<file path="src/rtl/ctl_frame_pkg.sv">
package ctl_frame_pkg;
  localparam int FRAME_W  = 24;
  localparam int CNT_W    = $clog2(FRAME_W + 2);
  localparam int SEL_BIT  = 0;
  localparam int CLR_BIT  = 22;
  localparam int LINK_BIT = 23;
  localparam logic [CNT_W-1:0] CNT_FULL = CNT_W'(FRAME_W);
  localparam logic [CNT_W-1:0] CNT_SAT  = CNT_W'(FRAME_W + 1);
  typedef logic [FRAME_W-1:0] word_t;
endpackage

</file>
<file path="src/rtl/ctl_sync.sv">
module ctl_sync #(
  parameter int          W       = 1,
  parameter int          STAGES  = 2,
  parameter logic [W-1:0] RST_VAL = '0
) (
  input  logic         clk,
  input  logic         rst_n,
  input  logic [W-1:0] d_i,
  output logic [W-1:0] q_o
);
  logic [W-1:0] stg [STAGES];

  for (genvar g = 0; g < STAGES; g++) begin : g_stage
    if (g == 0) begin : g_first
      always_ff @(posedge clk or negedge rst_n) begin
        if (!rst_n) stg[0] <= RST_VAL;
        else        stg[0] <= d_i;
      end
    end else begin : g_next
      always_ff @(posedge clk or negedge rst_n) begin
        if (!rst_n) stg[g] <= RST_VAL;
        else        stg[g] <= stg[g-1];
      end
    end
  end

  assign q_o = stg[STAGES-1];
endmodule

</file>
<file path="src/rtl/ctl_rx.sv">
module ctl_rx
  import ctl_frame_pkg::*;
(
  input  logic             clk,
  input  logic             rst_n,
  input  logic             start_i,
  input  logic             bit_stb_i,
  input  logic             sdi_i,
  output word_t            word_o,
  output logic [CNT_W-1:0] cnt_o
);
  word_t            shreg_q, shreg_d;
  logic [CNT_W-1:0] cnt_q, cnt_d;

  always_comb begin
    shreg_d = shreg_q;
    cnt_d   = cnt_q;
    if (start_i) begin
      cnt_d = '0;
    end else if (bit_stb_i) begin
      shreg_d = {sdi_i, shreg_q[FRAME_W-1:1]};
      if (cnt_q != CNT_SAT) cnt_d = cnt_q + 1'b1;
    end
  end

  always_ff @(posedge clk or negedge rst_n) begin
    if (!rst_n) begin
      shreg_q <= '0;
      cnt_q   <= '0;
    end else begin
      shreg_q <= shreg_d;
      cnt_q   <= cnt_d;
    end
  end

  assign word_o = shreg_q;
  assign cnt_o  = cnt_q;
endmodule

</file>
<file path="src/rtl/ctl_tx.sv">
module ctl_tx
  import ctl_frame_pkg::*;
(
  input  logic  clk,
  input  logic  rst_n,
  input  logic  start_i,
  input  logic  load_i,
  input  logic  shift_i,
  input  word_t word_i,
  input  logic  preview_i,
  output logic  sdo_o
);
  word_t tx_q, tx_d;
  logic  loaded_q, loaded_d;

  always_comb begin
    tx_d     = tx_q;
    loaded_d = loaded_q;
    if (start_i) begin
      loaded_d = 1'b0;
    end else if (load_i) begin
      tx_d     = word_i;
      loaded_d = 1'b1;
    end else if (shift_i && loaded_q) begin
      tx_d = {1'b0, tx_q[FRAME_W-1:1]};
    end
  end

  always_ff @(posedge clk or negedge rst_n) begin
    if (!rst_n) begin
      tx_q     <= '0;
      loaded_q <= 1'b0;
    end else begin
      tx_q     <= tx_d;
      loaded_q <= loaded_d;
    end
  end

  assign sdo_o = loaded_q ? tx_q[0] : preview_i;
endmodule

</file>
<file path="src/rtl/ctl_frame_slave.sv">
module ctl_frame_slave
  import ctl_frame_pkg::*;
#(
  parameter int SYNC_STAGES = 2
) (
  input  logic        clk,
  input  logic        rst_n,
  input  logic        cs_n_i,
  input  logic        sclk_i,
  input  logic        sdi_i,
  output logic        sdo_o,
  output logic        sdo_oe_o,
  output logic [23:0] ctrl0_o,
  output logic [23:0] ctrl1_o,
  input  logic [23:0] stat0_i,
  input  logic [23:0] stat1_i,
  output logic        stat_clr_o
);
  logic [2:0]       pins_s;
  logic             cs_s, sclk_s, sdi_s;
  logic             cs_q, sclk_q;
  logic             active, cs_fall, cs_rise, sclk_rise, sclk_fall;
  logic             first_rise, commit;
  logic [CNT_W-1:0] bit_cnt;
  word_t            rx_word, stat_sel;
  word_t            ctrl0_q, ctrl0_d, ctrl1_q, ctrl1_d;
  logic             clr_q, clr_d;

  ctl_sync #(.W(3), .STAGES(SYNC_STAGES), .RST_VAL(3'b100)) u_sync (
    .clk  (clk),
    .rst_n(rst_n),
    .d_i  ({cs_n_i, sclk_i, sdi_i}),
    .q_o  (pins_s)
  );
  assign {cs_s, sclk_s, sdi_s} = pins_s;

  always_ff @(posedge clk or negedge rst_n) begin
    if (!rst_n) begin
      cs_q   <= 1'b1;
      sclk_q <= 1'b0;
    end else begin
      cs_q   <= cs_s;
      sclk_q <= sclk_s;
    end
  end

  assign active     = ~cs_s;
  assign cs_fall    = cs_q & ~cs_s;
  assign cs_rise    = ~cs_q & cs_s;
  assign sclk_rise  = active & ~cs_fall & sclk_s & ~sclk_q;
  assign sclk_fall  = active & ~cs_fall & ~sclk_s & sclk_q;
  assign first_rise = sclk_rise & (bit_cnt == '0);
  assign commit     = cs_rise & (bit_cnt == CNT_FULL);

  ctl_rx u_rx (
    .clk      (clk),
    .rst_n    (rst_n),
    .start_i  (cs_fall),
    .bit_stb_i(sclk_rise),
    .sdi_i    (sdi_s),
    .word_o   (rx_word),
    .cnt_o    (bit_cnt)
  );

  always_comb begin
    stat_sel           = sdi_s ? stat1_i : stat0_i;
    stat_sel[LINK_BIT] = 1'b1;
  end

  ctl_tx u_tx (
    .clk      (clk),
    .rst_n    (rst_n),
    .start_i  (cs_fall),
    .load_i   (first_rise),
    .shift_i  (sclk_fall),
    .word_i   (stat_sel),
    .preview_i(stat0_i[0]),
    .sdo_o    (sdo_o)
  );

  always_comb begin
    ctrl0_d = ctrl0_q;
    ctrl1_d = ctrl1_q;
    clr_d   = 1'b0;
    if (commit) begin
      if (rx_word[SEL_BIT]) ctrl1_d = rx_word;
      else                  ctrl0_d = rx_word;
      clr_d = rx_word[CLR_BIT];
    end
  end

  always_ff @(posedge clk or negedge rst_n) begin
    if (!rst_n) begin
      ctrl0_q <= '0;
      ctrl1_q <= '0;
      clr_q   <= 1'b0;
    end else begin
      ctrl0_q <= ctrl0_d;
      ctrl1_q <= ctrl1_d;
      clr_q   <= clr_d;
    end
  end

  assign ctrl0_o    = ctrl0_q;
  assign ctrl1_o    = ctrl1_q;
  assign stat_clr_o = clr_q;
  assign sdo_oe_o   = active;
endmodule

</file>
<file path="config.mk">
export PLATFORM = sky130hd
export DESIGN_NAME = ctl_frame_slave
export DESIGN_NICKNAME = d
export VERILOG_FILES = /design/src/rtl/ctl_frame_pkg.sv /design/src/rtl/ctl_sync.sv /design/src/rtl/ctl_rx.sv /design/src/rtl/ctl_tx.sv /design/src/rtl/ctl_frame_slave.sv
export SDC_FILE = /design/constraint.sdc
export NUM_CORES = 1
export LEC_CHECK = 0
export BUFFER_PORTS_ARGS = -buffer_cell sky130_fd_sc_hd__buf_4
export CAP_MARGIN = 15
export CORE_MARGIN = 4
export CORE_UTILIZATION = 54
export CTS_CLUSTER_SIZE = 8
export DETAILED_ROUTE_END_ITERATION = 12
export PLACE_DENSITY = 0.8
export SLEW_MARGIN = 30
export SYNTH_ARGS = -nofsm -noshare
export SYNTH_HDL_FRONTEND = slang
export SYNTH_SLANG_ARGS = --single-unit
export TNS_END_PERCENT = 10
</file>
<file path="constraint.sdc">
create_clock -name clk -period 1.95 [get_ports clk]
set_input_delay 0.0975 -clock clk [delete_from_list [all_inputs] [get_ports clk]]
set_output_delay 0.0975 -clock clk [all_outputs]
set_load 0.05 [all_outputs]
</file>
## After elaboration in Yosys (flattened, before gate mapping)

Index checks and enable logic that the tools add are counted.

- Bits in registers: 110
- Input bits: 53
- Bits in latches: 0
- RAM bits: 0
- Output and inout bits: 51
- Memories kept: 0
- ROM bits: 0

- Add/sub/neg operators: 1
- Equality and inequality tests: 2
- Divide/modulo/power cells: 0
- $mul: 0
- $lt $le $gt $ge: 0
- Bitwise gates (word level): 15
- Shift-type cells: 0
- Reduce and logical (&&, ||, !) cells: 11
- Muxes and demuxes: 10

Operators with widths:

| operator | number |
|---|---|
| 2-to-1 mux 24 bit | 2 |
| 2-to-1 mux 23 bit | 1 |
| 2-to-1 mux 5 bit | 3 |
| AND reduction 2 bit | 5 |
| AND 1 bit | 9 |
| nonzero test 2 bit | 4 |
| NOT 1 bit | 6 |
| adder 5 x 1 -> 5 bit (second input constant) | 1 |
| == test 5 bit (second input constant) | 1 |
| zero test 5 bit | 1 |
| != test 5 bit (second input constant) | 1 |
| 2-to-1 mux 1 bit | 4 |
| logical AND 1 bit | 1 |

## Depth between registers and ports, before layout

Gate-level depths: netlist of the first run.

- Depth in word-level cells: 9
- Gate-level depth with buffers: 7
- Depth with buffers taken out: 6

## By module

Synthesis of the first run repeated with hierarchy kept, for this count alone.

- Cells, all modules: 313
- Area, all modules: 5113.7 um^2

By module, submodules not included:

| module | area each (um^2) | cells an instance | instances |
|---|---|---|---|
| ctl_frame_slave | 2258.4 | 142 | 1 |
| ctl_tx | 1408.9 | 84 | 1 |
| ctl_rx | 1271.2 | 78 | 1 |
| ctl_sync | 175.2 | 9 | 1 |

## Worst setup path before layout of the first run

Ideal clock, no wire load.

- Path kind: register to register
- Start: reg u_rx.cnt_q[0], in the netlist u_rx.cnt_o[0]
- End: reg u_tx.tx_q[0]
- Arrival time: 1.671 ns
- Required time: 1.824 ns
- Library setup time: 0.126 ns
- Cell stages (with the launch flop): 8
- Setup slack: 0.153 ns
- Cell sequence: dfrtp_1 -> inv_1 -> ha_1 -> nor4b_4 -> nand2_2 -> a21o_1 -> buf_6 -> a221o_1

- Cells in the longest elaborated chain, start to end: 4

RTL lines:

| what | RTL line | source |
|---|---|---|
| start, declared | ctl_rx.sv:13 | `logic [CNT_W-1:0] cnt_q, cnt_d;` |
| start signal, assigned | ctl_rx.sv:32 | `cnt_q <= cnt_d;` |
| zero test 5 bit * | ctl_frame_slave.sv:52 | `assign first_rise = sclk_rise & (bit_cnt == '0);` |
| AND 1 bit * | ctl_frame_slave.sv:52 |  |
| nonzero test 2 bit (no source line) | - |  |
| AND reduction 2 bit (no source line) | - |  |
| end signal, assigned | ctl_tx.sv:34 | `tx_q <= tx_d;` |
| end, declared | ctl_tx.sv:13 | `word_t tx_q, tx_d;` |

Every way passes the cells marked *; elsewhere a longest branch is shown, timed or not.
A chain may end at the register's enable or synchronous reset.

## Worst setup path after layout of the first run

- Start: reg u_rx.cnt_q[1], in the netlist u_rx.cnt_o[1]
- End: reg u_tx.tx_q[16]

Same word-level chain as after synthesis.

==> flow_summary.ini, run 1 <==
[yosys]
synth_xor_area_share_pct = 0.574
synth_seq_area_share_pct = 60.2
synth_edf_count = 0
netlist_area_sq_um = 4580
yosys.cell_count.top_type = dfrtp_1
synth_ff_type = dfrtp_1
synth_nets = 364
synth_cells = 308
synth_area_per_cell_sq_um = 14.9
async_flop_share_pct = 100
synthMuxAreaShare_pct = 24.3
synthDistinctLibCells = 32
synth_compound_area_share_pct = 5.93
yosys_register_bits = 110
synth_commonest_cells = dfrtp_1 (107), mux2_2 (51), nor2_1 (30)
synth_top_cell_by_area = dfrtp_1
synthSimpleGateAreaFrac_pct = 5.11
synth_top_family_by_area = multiplexers
netlist_top_cells_area = dfrtp_1 (58%), mux2_2 (13%), mux2_4 (6.6%), mux2i_1 (5.2%), a221o_1 (5.0%)
yosys.area.top_type_share_pct = 58.5
synthAdderAreaFrac_pct = 0.819
ys_warn_count = 0

[final_layout]
fin_area_sq_um = 5760
fin_util_pct = 70.1
final_nets = 473
drive_above_1_share_pct = 49.5
n_fill_cell = 597
syn_to_final_growth_pct = 25.7
final_cells = 527
num_antenna_cells = 0

[timing]
relSlewSlack_pct = 63.1
final-hold-violation-count = 0
period_minus_slack_ns = 1.85
clock_skew_ns = 0.0111
worst_slew_pin_slew_ns = 0.554
hold_slack_ns = 0.0886
rsz0062_at_grt = yes
layout_setup_ws_ns = 0.102
finalSetupTns_ns = 0
period_share_pct = 94.8
max_freq_mhz = 541
setup_viol = 0
drv_slew = 0

[worst_setup_path]
rr_worst_depth = 6
cp_cell_sequence = inv_1 > ha_1 > nor4b_4 > nand2_2 > a21o_2 > a221o_1
timing.rr.start = u_rx.cnt_o[1]$_DFFE_PN0P_
critPathBufInv = 1
r2r_slack_ns = 0.10
r2r_end = u_tx.tx_q[16]$_DFFE_PN0P_
start_kind = register
cp_top_family = compound AO/OA/AOI/OAI gates
criticalPathCategory = register to register
critPathSlowestCell = dfrtp_1
max_stage_delay_ns = 0.42
cp-end-kind = register
crit_arrival_ns = 2.08
critPathMaxFanout = 11
required_ns = 2.19

[placement]
placed_area_sq_um = 5510
io_buffers = 100
dp_hpwl_mm = 6.15
place_ws_ns = -0.0505
place_inst = 506
place.gp.congestion = 0.726

[routing]
drt-initial-drc-count = 143
via_per_inst = 5.43
avgRoutedWirePerCell_um = 16.6
wl_mm = 8.76
ant_nets = 0
num_vias = 2864
drt_pass1_iterations = 4
drc = 0

[outcome]
status = finished, final reports clean

[die]
start_util_pct = 55.7
die_x_um = 100
pin_count = 104
row_count = 33
coreArea_sq_um = 8220
dieArea_sq_um = 10000
die_h_um = 100

[clock_network]
clk_latency_ns = 0.35
ctsLongestPathBuffers = 2
path_clk_slew_ns = 0.10
root_buffer = clkbuf_8
htreeDepth = 3
cts_tree = done
clock-sinks = 110
cts_buffers = 9
post-cts-setup-buffers = 0

[power]
ir_drop_v = 0.000644
power.leakage_nw = 2.95
power-per-cell-area_nw_per_um2 = 776
p_total_mw = 4.47

[hold_path]
min_path_type = primary input to register
holdPathEnd = u_tx.tx_q[7]$_DFFE_PN0P_
holdPathStages = 4
min-delay-start = stat0_i[7]

[global_routing]
groute.usage.overall_pct = 18.6
antenna_found_initial = 0
first_global_vias = 3106
overflow = 0
grt_max_degree = 45
grt_first_pass_wirelength_mm = 14.9

[run]
drv_cap = 0
==> sequential cells by signal, summed over array words and instances, names as in the netlist <==
register       count
ctrl1_o           24
u_rx.word_o       24
u_tx.tx_q         24
ctrl0_o           23
u_rx.cnt_o         5
u_sync.q_o         3
u_sync.stg         3
cs_q               1
sclk_q             1
stat_clr_o         1
u_tx.loaded_q      1
==> layout make-up <==
class	count	area (sq um)	area share (%)
clock inverter	5	60.1	1.04
clock buffer	11	131	2.28
inverter	4	15.0	0.261
timing repair buffer	116	943	16.4
sequential	110	2760	47.9
tap	105	131	2.28
multi-input combinational	176	1720	29.9
==> routing by layer <==
metal  part of all wire [%]  wire [um]  vias to the layer above  track usage, %
li1                       -          -                     1323               -
met1                     44       3830                     1464            24.3
met5                      0          0                        -               0
met2                     51       4460                       68            31.3
met4                    1.3        112                        0            6.53
met3                    4.0        354                        9            3.47
==> cell families (layout without fill, tap and decap cells) <==
| group | Yosys count | in the layout |
|---|---|---|
| muxes | 95 | 95 |
| adders and majority gates | 3 | 3 |
| buffers and inverters | 23 | 136 |
| and+or+nand+nor | 44 | 44 |
| other | 1 | 1 |
| AOI/OAI and AO/OA | 29 | 30 |
| DFF | 110 | 110 |
| xor gates and xnor gates | 3 | 3 |
==> worst reg2reg max path, delay by kind of cell, from the launching register on <==
kind | cells | cell delay [ns]
flops | 1 | 0.42
buf+inv | 1 | 0.09
compound gates | 2 | 0.66
simple gates | 2 | 0.40
fa+ha+maj | 1 | 0.17
==> repair_timing <==
action | in CTS | in global routing
setup endpoints to repair | 23 | 23
endpoints found under the hold margin | 45 | 0
gates resized for setup | 1 | 1
gates cloned | 0 | 1
hold buffers | 4 | 0
pin swaps | 0 | 0
==> worst max-delay path by stage <==
| stage | from | to | slack [ns] | cells after the start |
|---|---|---|---|---|
| finish | u_rx.cnt_o[1]$_DFFE_PN0P_ | u_tx.tx_q[16]$_DFFE_PN0P_ | 0.10 | 6 |
| global route | u_rx.cnt_o[1]$_DFFE_PN0P_ | u_tx.tx_q[17]$_DFFE_PN0P_ | -0.008 | 6 |
| floorplan | u_rx.cnt_o[0]$_DFFE_PN0P_ | u_tx.tx_q[0]$_DFFE_PN0P_ | 0.15 | 7 |
| detailed placement | u_rx.cnt_o[1]$_DFFE_PN0P_ | u_tx.tx_q[3]$_DFFE_PN0P_ | -0.05 | 6 |
| CTS | u_rx.cnt_o[1]$_DFFE_PN0P_ | u_tx.tx_q[17]$_DFFE_PN0P_ | 0.05 | 6 |
| global placement | u_rx.cnt_o[1]$_DFFE_PN0P_ | u_tx.tx_q[5]$_DFFE_PN0P_ | 0.04 | 6 |
==> cell usage in the layout, fill, tap and decap left out, types with 2 or more instances in the layout <==
cell type and count:
nand4_1 2, a221o_1 23, mux2_4 20, clkbuf_1 2, a21oi_1 2, buf_4 107
buf_12 5, mux2i_1 24, clkinv_4 2, mux2_2 51, dfstp_2 3, ha_1 3
dfrtp_1 107, nor4b_4 2, nor2_1 30, xor2_1 2, dlygate4sd3_1 4, clkbuf_8 9
nand2_2 2, inv_1 4
==> report_power, final <==
group | internal (mW) | leakage (nW) | switching (mW) | total [mW]
clock network | 0.598 | 0.0935 | 0.722 | 1.32
logic | 0.300 | 1.39 | 0.190 | 0.490
registers | 2.50 | 1.47 | 0.162 | 2.66
Power figures use the tool's default switching activity.
==> inputs of run 2 (changes only) <==
--- a/config.mk
+++ b/config.mk
@@ -11,6 +11,7 @@
 export CORE_UTILIZATION = 54
 export CTS_CLUSTER_SIZE = 8
 export DETAILED_ROUTE_END_ITERATION = 12
+export GPL_ROUTABILITY_DRIVEN = 0
 export PLACE_DENSITY = 0.8
 export SLEW_MARGIN = 30
 export SYNTH_ARGS = -nofsm -noshare
==> constraint.sdc (replaced) <==
create_clock -name clk -period 1.95 [get_ports clk]
set_input_delay 0 -clock clk [delete_from_list [all_inputs] [get_ports clk]]
set_output_delay 0 -clock clk [all_outputs]
set_load 0.05 [all_outputs]
==> run 2 against run 1 <==
Cell count up 5.9%. Critical path depth decreased by 1. Maximum frequency decreased by 2.4%. First-iteration DRC count shrank 7.7%. Largest cell class unchanged. Flip-flop and latch count did not move. Combinational power up 16%. Count of clock-buffer cells in the layout decreased by 1. Via count increased by 7.5%. Worst hold slack got worse by 0.069 ns. Setup slack worse by 0.045 ns. Wire length rose by 8.5%. Clock skew decreased by 0.0030 ns.
==> flow_summary.ini, run 2 (same netlist as run 1, synthesis figures left out) <==
[timing]
period_minus_slack_ns = 1.89
clock_skew_ns = 0.00806
worst_slew_pin_slew_ns = 0.510
finalSetupTns_ns = 0
period_share_pct = 97.1
drv_slew = 0
final-hold-violation-count = 0
setup_viol = 0
relSlewSlack_pct = 65.9
hold_slack_ns = 0.0195
max_freq_mhz = 528

[power]
power-per-cell-area_nw_per_um2 = 747
ir_drop_v = 0.000570
power.leakage_nw = 3.08

[placement]
dp_hpwl_mm = 6.01
io_buffers = 100

[clock_network]
htreeDepth = 3
ctsLongestPathBuffers = 2
clk_latency_ns = 0.36
clock-sinks = 110
cts_tree = done
path_clk_slew_ns = 0.09
cts_buffers = 9
root_buffer = clkbuf_8

[worst_setup_path]
crit_arrival_ns = 2.14
cp-end-kind = register
cp_cell_sequence = buf_12 > mux2i_2 > dlygate4sd3_1 > nor2_1 > a221o_1
criticalPathCategory = register to register
max_stage_delay_ns = 0.60
critPathBufInv = 2
r2r_end = u_tx.tx_q[13]$_DFFE_PN0P_
critPathMaxFanout = 23
start_kind = register
rr_worst_depth = 5
r2r_slack_ns = 0.06
critPathSlowestCell = dlygate4sd3_1
required_ns = 2.20
cp_top_family = buffers and inverters
timing.rr.start = u_sync.q_o[0]$_DFF_PN0_

[die]
dieArea_sq_um = 10000
die_h_um = 100
pin_count = 104
start_util_pct = 55.7
coreArea_sq_um = 8220
row_count = 33
die_x_um = 100

[final_layout]
final_cell_mix = dfrtp_1 (107), buf_4 (107), mux2_2 (51)
seqCellArea_sq_um = 2760
n_fill_cell = 522
num_antenna_cells = 0
multiInputGateArea_sq_um = 1750
syn_to_final_growth_pct = 32.8
drive_above_1_share_pct = 46.8
final_nets = 505

[global_routing]
grt_max_degree = 67
first_global_vias = 3138
grt_first_pass_wirelength_mm = 15.5
antenna_found_initial = 0
overflow = 0
groute.usage.overall_pct = 19.6

[routing]
drc = 0
drt_pass1_iterations = 7
num_vias = 3079
drt-initial-drc-count = 132
avgRoutedWirePerCell_um = 17.0
wl_mm = 9.51
via_per_inst = 5.52
ant_nets = 0

[outcome]
status = finished, final reports clean

[hold_path]
min-delay-start = stat0_i[21]
holdPathStages = 4
min_path_type = primary input to register
holdPathEnd = u_tx.tx_q[21]$_DFFE_PN0P_

[run]
drv_cap = 0
==> run 2: cell types whose count changed in the layout (fill, tap and decap cells not counted), sizes merged <==
cell	delta
dlygate4sd3	+32
buf	-1
clkbuf	-1
a21o	+1
inv	+1
clkinv	-1
==> run 2: power breakdown <==
part / total (mW) / leakage [nW] / internal (mW) / switching, mW
logic: 0.566 / 1.52 / 0.356 / 0.210
clock network: 1.32 / 0.0927 / 0.593 / 0.727
registers: 2.66 / 1.47 / 2.50 / 0.159
==> run 2: what timing repair did <==
action | in CTS | in global routing
endpoints found under the setup margin | 23 | 23
endpoints found under the hold margin | 126 | 0
resized for setup | 1 | 6
pin swaps | 0 | 2
buffers inserted | 0 | 1
hold buffers | 36 | 0
gates cloned | 0 | 2
==> run 2: how the worst max path moves through the flow <==
| stage | from | endpoint | cells after the start | slack [ns] |
|---|---|---|---|---|
| final | u_sync.q_o[0]$_DFF_PN0_ | u_tx.tx_q[13]$_DFFE_PN0P_ | 5 | 0.06 |
| after global routing | u_sync.q_o[0]$_DFF_PN0_ | u_tx.tx_q[13]$_DFFE_PN0P_ | 5 | -0.002 |
| after floorplan | u_rx.cnt_o[0]$_DFFE_PN0P_ | u_tx.tx_q[0]$_DFFE_PN0P_ | 7 | 0.15 |
| after detailed placement | u_rx.cnt_o[1]$_DFFE_PN0P_ | u_tx.tx_q[5]$_DFFE_PN0P_ | 6 | -0.03 |
| after global placement | u_rx.cnt_o[1]$_DFFE_PN0P_ | u_tx.tx_q[1]$_DFFE_PN0P_ | 6 | 0.04 |
| after CTS | u_rx.cnt_o[1]$_DFFE_PN0P_ | u_tx.tx_q[22]$_DFFE_PN0P_ | 6 | 0.05 |
==> run 2: layer usage <==
| metal | wire length (um) | up-vias | track usage (%) |
|---|---|---|---|
| li1 | - | 1396 | - |
| met1 | 3900 | 1572 | 25.8 |
| met2 | 4910 | 94 | 32.4 |
| met3 | 546 | 17 | 4.59 |
| met4 | 153 | 0 | 6.32 |
| met5 | 0 | - | 0 |
==> run 2: worst reg2reg max path: stages, from the launching register on <==
cell and delay, ns:
dfrtp_1 0.40, buf_12 0.22, mux2i_2 0.27, dlygate4sd3_1 0.60, nor2_1 0.04, a221o_1 0.25
==> run 2: cell type report <==
class	count	area share, %
clock buffer	10	2.10
clock inverter	5	0.987
inverter	4	0.247
multi-input combinational	177	28.7
sequential	110	45.3
tap	105	2.16
timing repair buffer	147	20.4
==> run 2: metrics by stage <==
step                cells  power (mW)  util [%]  cell area [sq um]  setup WS [ns]
finish                558        4.54      74.0               6080         0.0574
CTS                   555        4.58      73.4               6030         0.0504
detailed placement    504        3.18      66.7               5480        -0.0286
global placement      504        3.15      66.7               5480         0.0445
global route          558        4.78      74.0               6080       -0.00226
floorplan             308        2.95         -               4580          0.153
==> inputs of run 3 (changes only) <==
--- a/config.mk
+++ b/config.mk
@@ -5,7 +5,7 @@
 export SDC_FILE = /design/constraint.sdc
 export NUM_CORES = 1
 export LEC_CHECK = 0
-export BUFFER_PORTS_ARGS = -buffer_cell sky130_fd_sc_hd__buf_4
+export BUFFER_PORTS_ARGS = -buffer_cell sky130_fd_sc_hd__buf_2
 export CAP_MARGIN = 15
 export CORE_MARGIN = 4
 export CORE_UTILIZATION = 54
==> run 3 against run 2 <==
Die area is the same. Setup slack gained 0.040 ns. Clock skew grew 0.0033 ns. Flip-flop and latch count is the same. Via count shrank 3.3%. Register-to-register slack gained 0.04 ns.
==> flow_summary.ini, run 3 (same netlist as run 1, synthesis figures left out) <==
[outcome]
status = finished, final reports clean

[placement]
io_buffers = 100
dp_hpwl_mm = 6.12

[global_routing]
first_global_vias = 3189
grt_max_degree = 53
groute.usage.overall_pct = 19.2
grt_first_pass_wirelength_mm = 15.4
antenna_found_initial = 0
overflow = 0

[worst_setup_path]
required_ns = 2.20
cp-startpoint = u_sync.q_o[0]$_DFF_PN0_
crit_arrival_ns = 2.10
cp-end-kind = register
criticalPathCategory = register to register
start_kind = register
critPathMaxFanout = 23
timing.rr.start = u_sync.q_o[0]$_DFF_PN0_

[final_layout]
num_antenna_cells = 0
final_cell_mix = dfrtp_1 (107), buf_2 (99), mux2_2 (51)
syn_to_final_growth_pct = 25.0
final_common_cell = dfrtp_1
fin_util_pct = 69.7
drive_above_1_share_pct = 47.4
final_nets = 494

[clock_network]
ctsLongestPathBuffers = 2
path_clk_slew_ns = 0.10
clock-sinks = 110
htreeDepth = 3
cts_buffers = 9
root_buffer = clkbuf_8
cts_tree = done
clk_latency_ns = 0.36

[timing]
max_freq_mhz = 540
period_minus_slack_ns = 1.85
setup_viol = 0
final-hold-violation-count = 0
rsz0062_at_grt = no
clock_skew_ns = 0.0114
period_share_pct = 95.0
drv_slew = 0

[run]
drv_cap = 0

[die]
die_h_um = 100
row_count = 33
die_x_um = 100
coreArea_sq_um = 8220
dieArea_sq_um = 10000
start_util_pct = 55.7
pin_count = 104

[power]
power-per-cell-area_nw_per_um2 = 795
ir_drop_v = 0.000551
p_total_mw = 4.55
power.leakage_nw = 3.01

[routing]
drt_pass1_iterations = 5
via_per_inst = 5.43
avgRoutedWirePerCell_um = 16.5
drc = 0
ant_nets = 0
wl_mm = 9.07
drt-initial-drc-count = 118
num_vias = 2976

[hold_path]
min_path_type = primary input to register
min-delay-start = stat0_i[12]
==> run 3: cell types whose count changed in the layout (fill, tap and decap cells not counted), moves of 2 or more <==
| cell | before | now |
|---|---|---|
| buf_2 | 0 | 99 |
| buf_4 | 107 | 8 |
| dlygate4sd3_1 | 36 | 26 |
| a21o_4 | 3 | 1 |
==> run 3: what timing repair did <==
| item | in CTS | in global routing |
|---|---|---|
| pin swaps | 0 | 0 |
| gates cloned | 0 | 0 |
| resized for setup | 1 | 2 |
| setup buffers | 0 | 1 |
| hold buffers | 26 | 0 |
| endpoints found under the hold margin | 94 | 0 |
| endpoints found under the setup margin | 23 | 24 |
==> run 3: final cells by class <==
type	count	area, sq um
multi-input cells	175	1710
inverters	4	15.0
repair buffers	138	907
fillers	583	2490
well taps	105	131
flip-flops and latches	110	2760
clock buffers	9	124
clock inverters	7	80.1
==> run 3: metrics by stage <==
stage	setup WS (ns)	cell area (sq um)	std cells	setup TNS (ns)	hold WS, ns
global placement	0.0405	5240	505	0	-0.0329
detailed placement	-0.0494	5240	505	-0.770	-0.0224
global route	0.00294	5730	548	0	0.00261
finish	0.0973	5730	548	0	0.0123
floorplan	0.153	4580	308	0	-0.296
CTS	0.0526	5710	547	0	0.000578
==> run 3: report_power, final <==
part	leakage (nW)	total [mW]	switching, mW	internal (mW)
combinational	1.44	0.509	0.199	0.310
sequential	1.47	2.66	0.166	2.50
clock	0.102	1.38	0.768	0.612
total	3.01	4.55	1.13	3.42
==> run 3: worst max-delay path, stage by stage (launching register included) <==
cell           delay (ns)
dfrtp_1              0.42
buf_12               0.22
mux2i_1              0.22
dlygate4sd3_1        0.57
nor2_1               0.04
a221o_1              0.26
==> run 3: routing by layer <==
layer / track usage (%) / up-vias / share of wire (%)
li1: - / 1376 / -
met1: 24.4 / 1532 / 42
met2: 33.2 / 60 / 53
met3: 3.68 / 8 / 4.1
met4: 6.63 / 0 / 1.2
met5: 0 / - / 0
==> run 3: path summary, 6_finish.rpt <==
check | end | slack, ns | cells after the start
max reg2reg | u_tx.tx_q[1]$_DFFE_PN0P_ | 0.1 | 5
min in group asynchronous | ctrl1_o[8]$_DFFE_PN0P_ | 0.10 | 2
max in group asynchronous | ctrl1_o[11]$_DFFE_PN0P_ | 1.13 | 3
max | u_tx.tx_q[1]$_DFFE_PN0P_ | 0.1 | 5
min | u_tx.tx_q[12]$_DFFE_PN0P_ | 0.01 | 4
min reg2reg | u_sync.q_o[0]$_DFF_PN0_ | 0.36 | 0
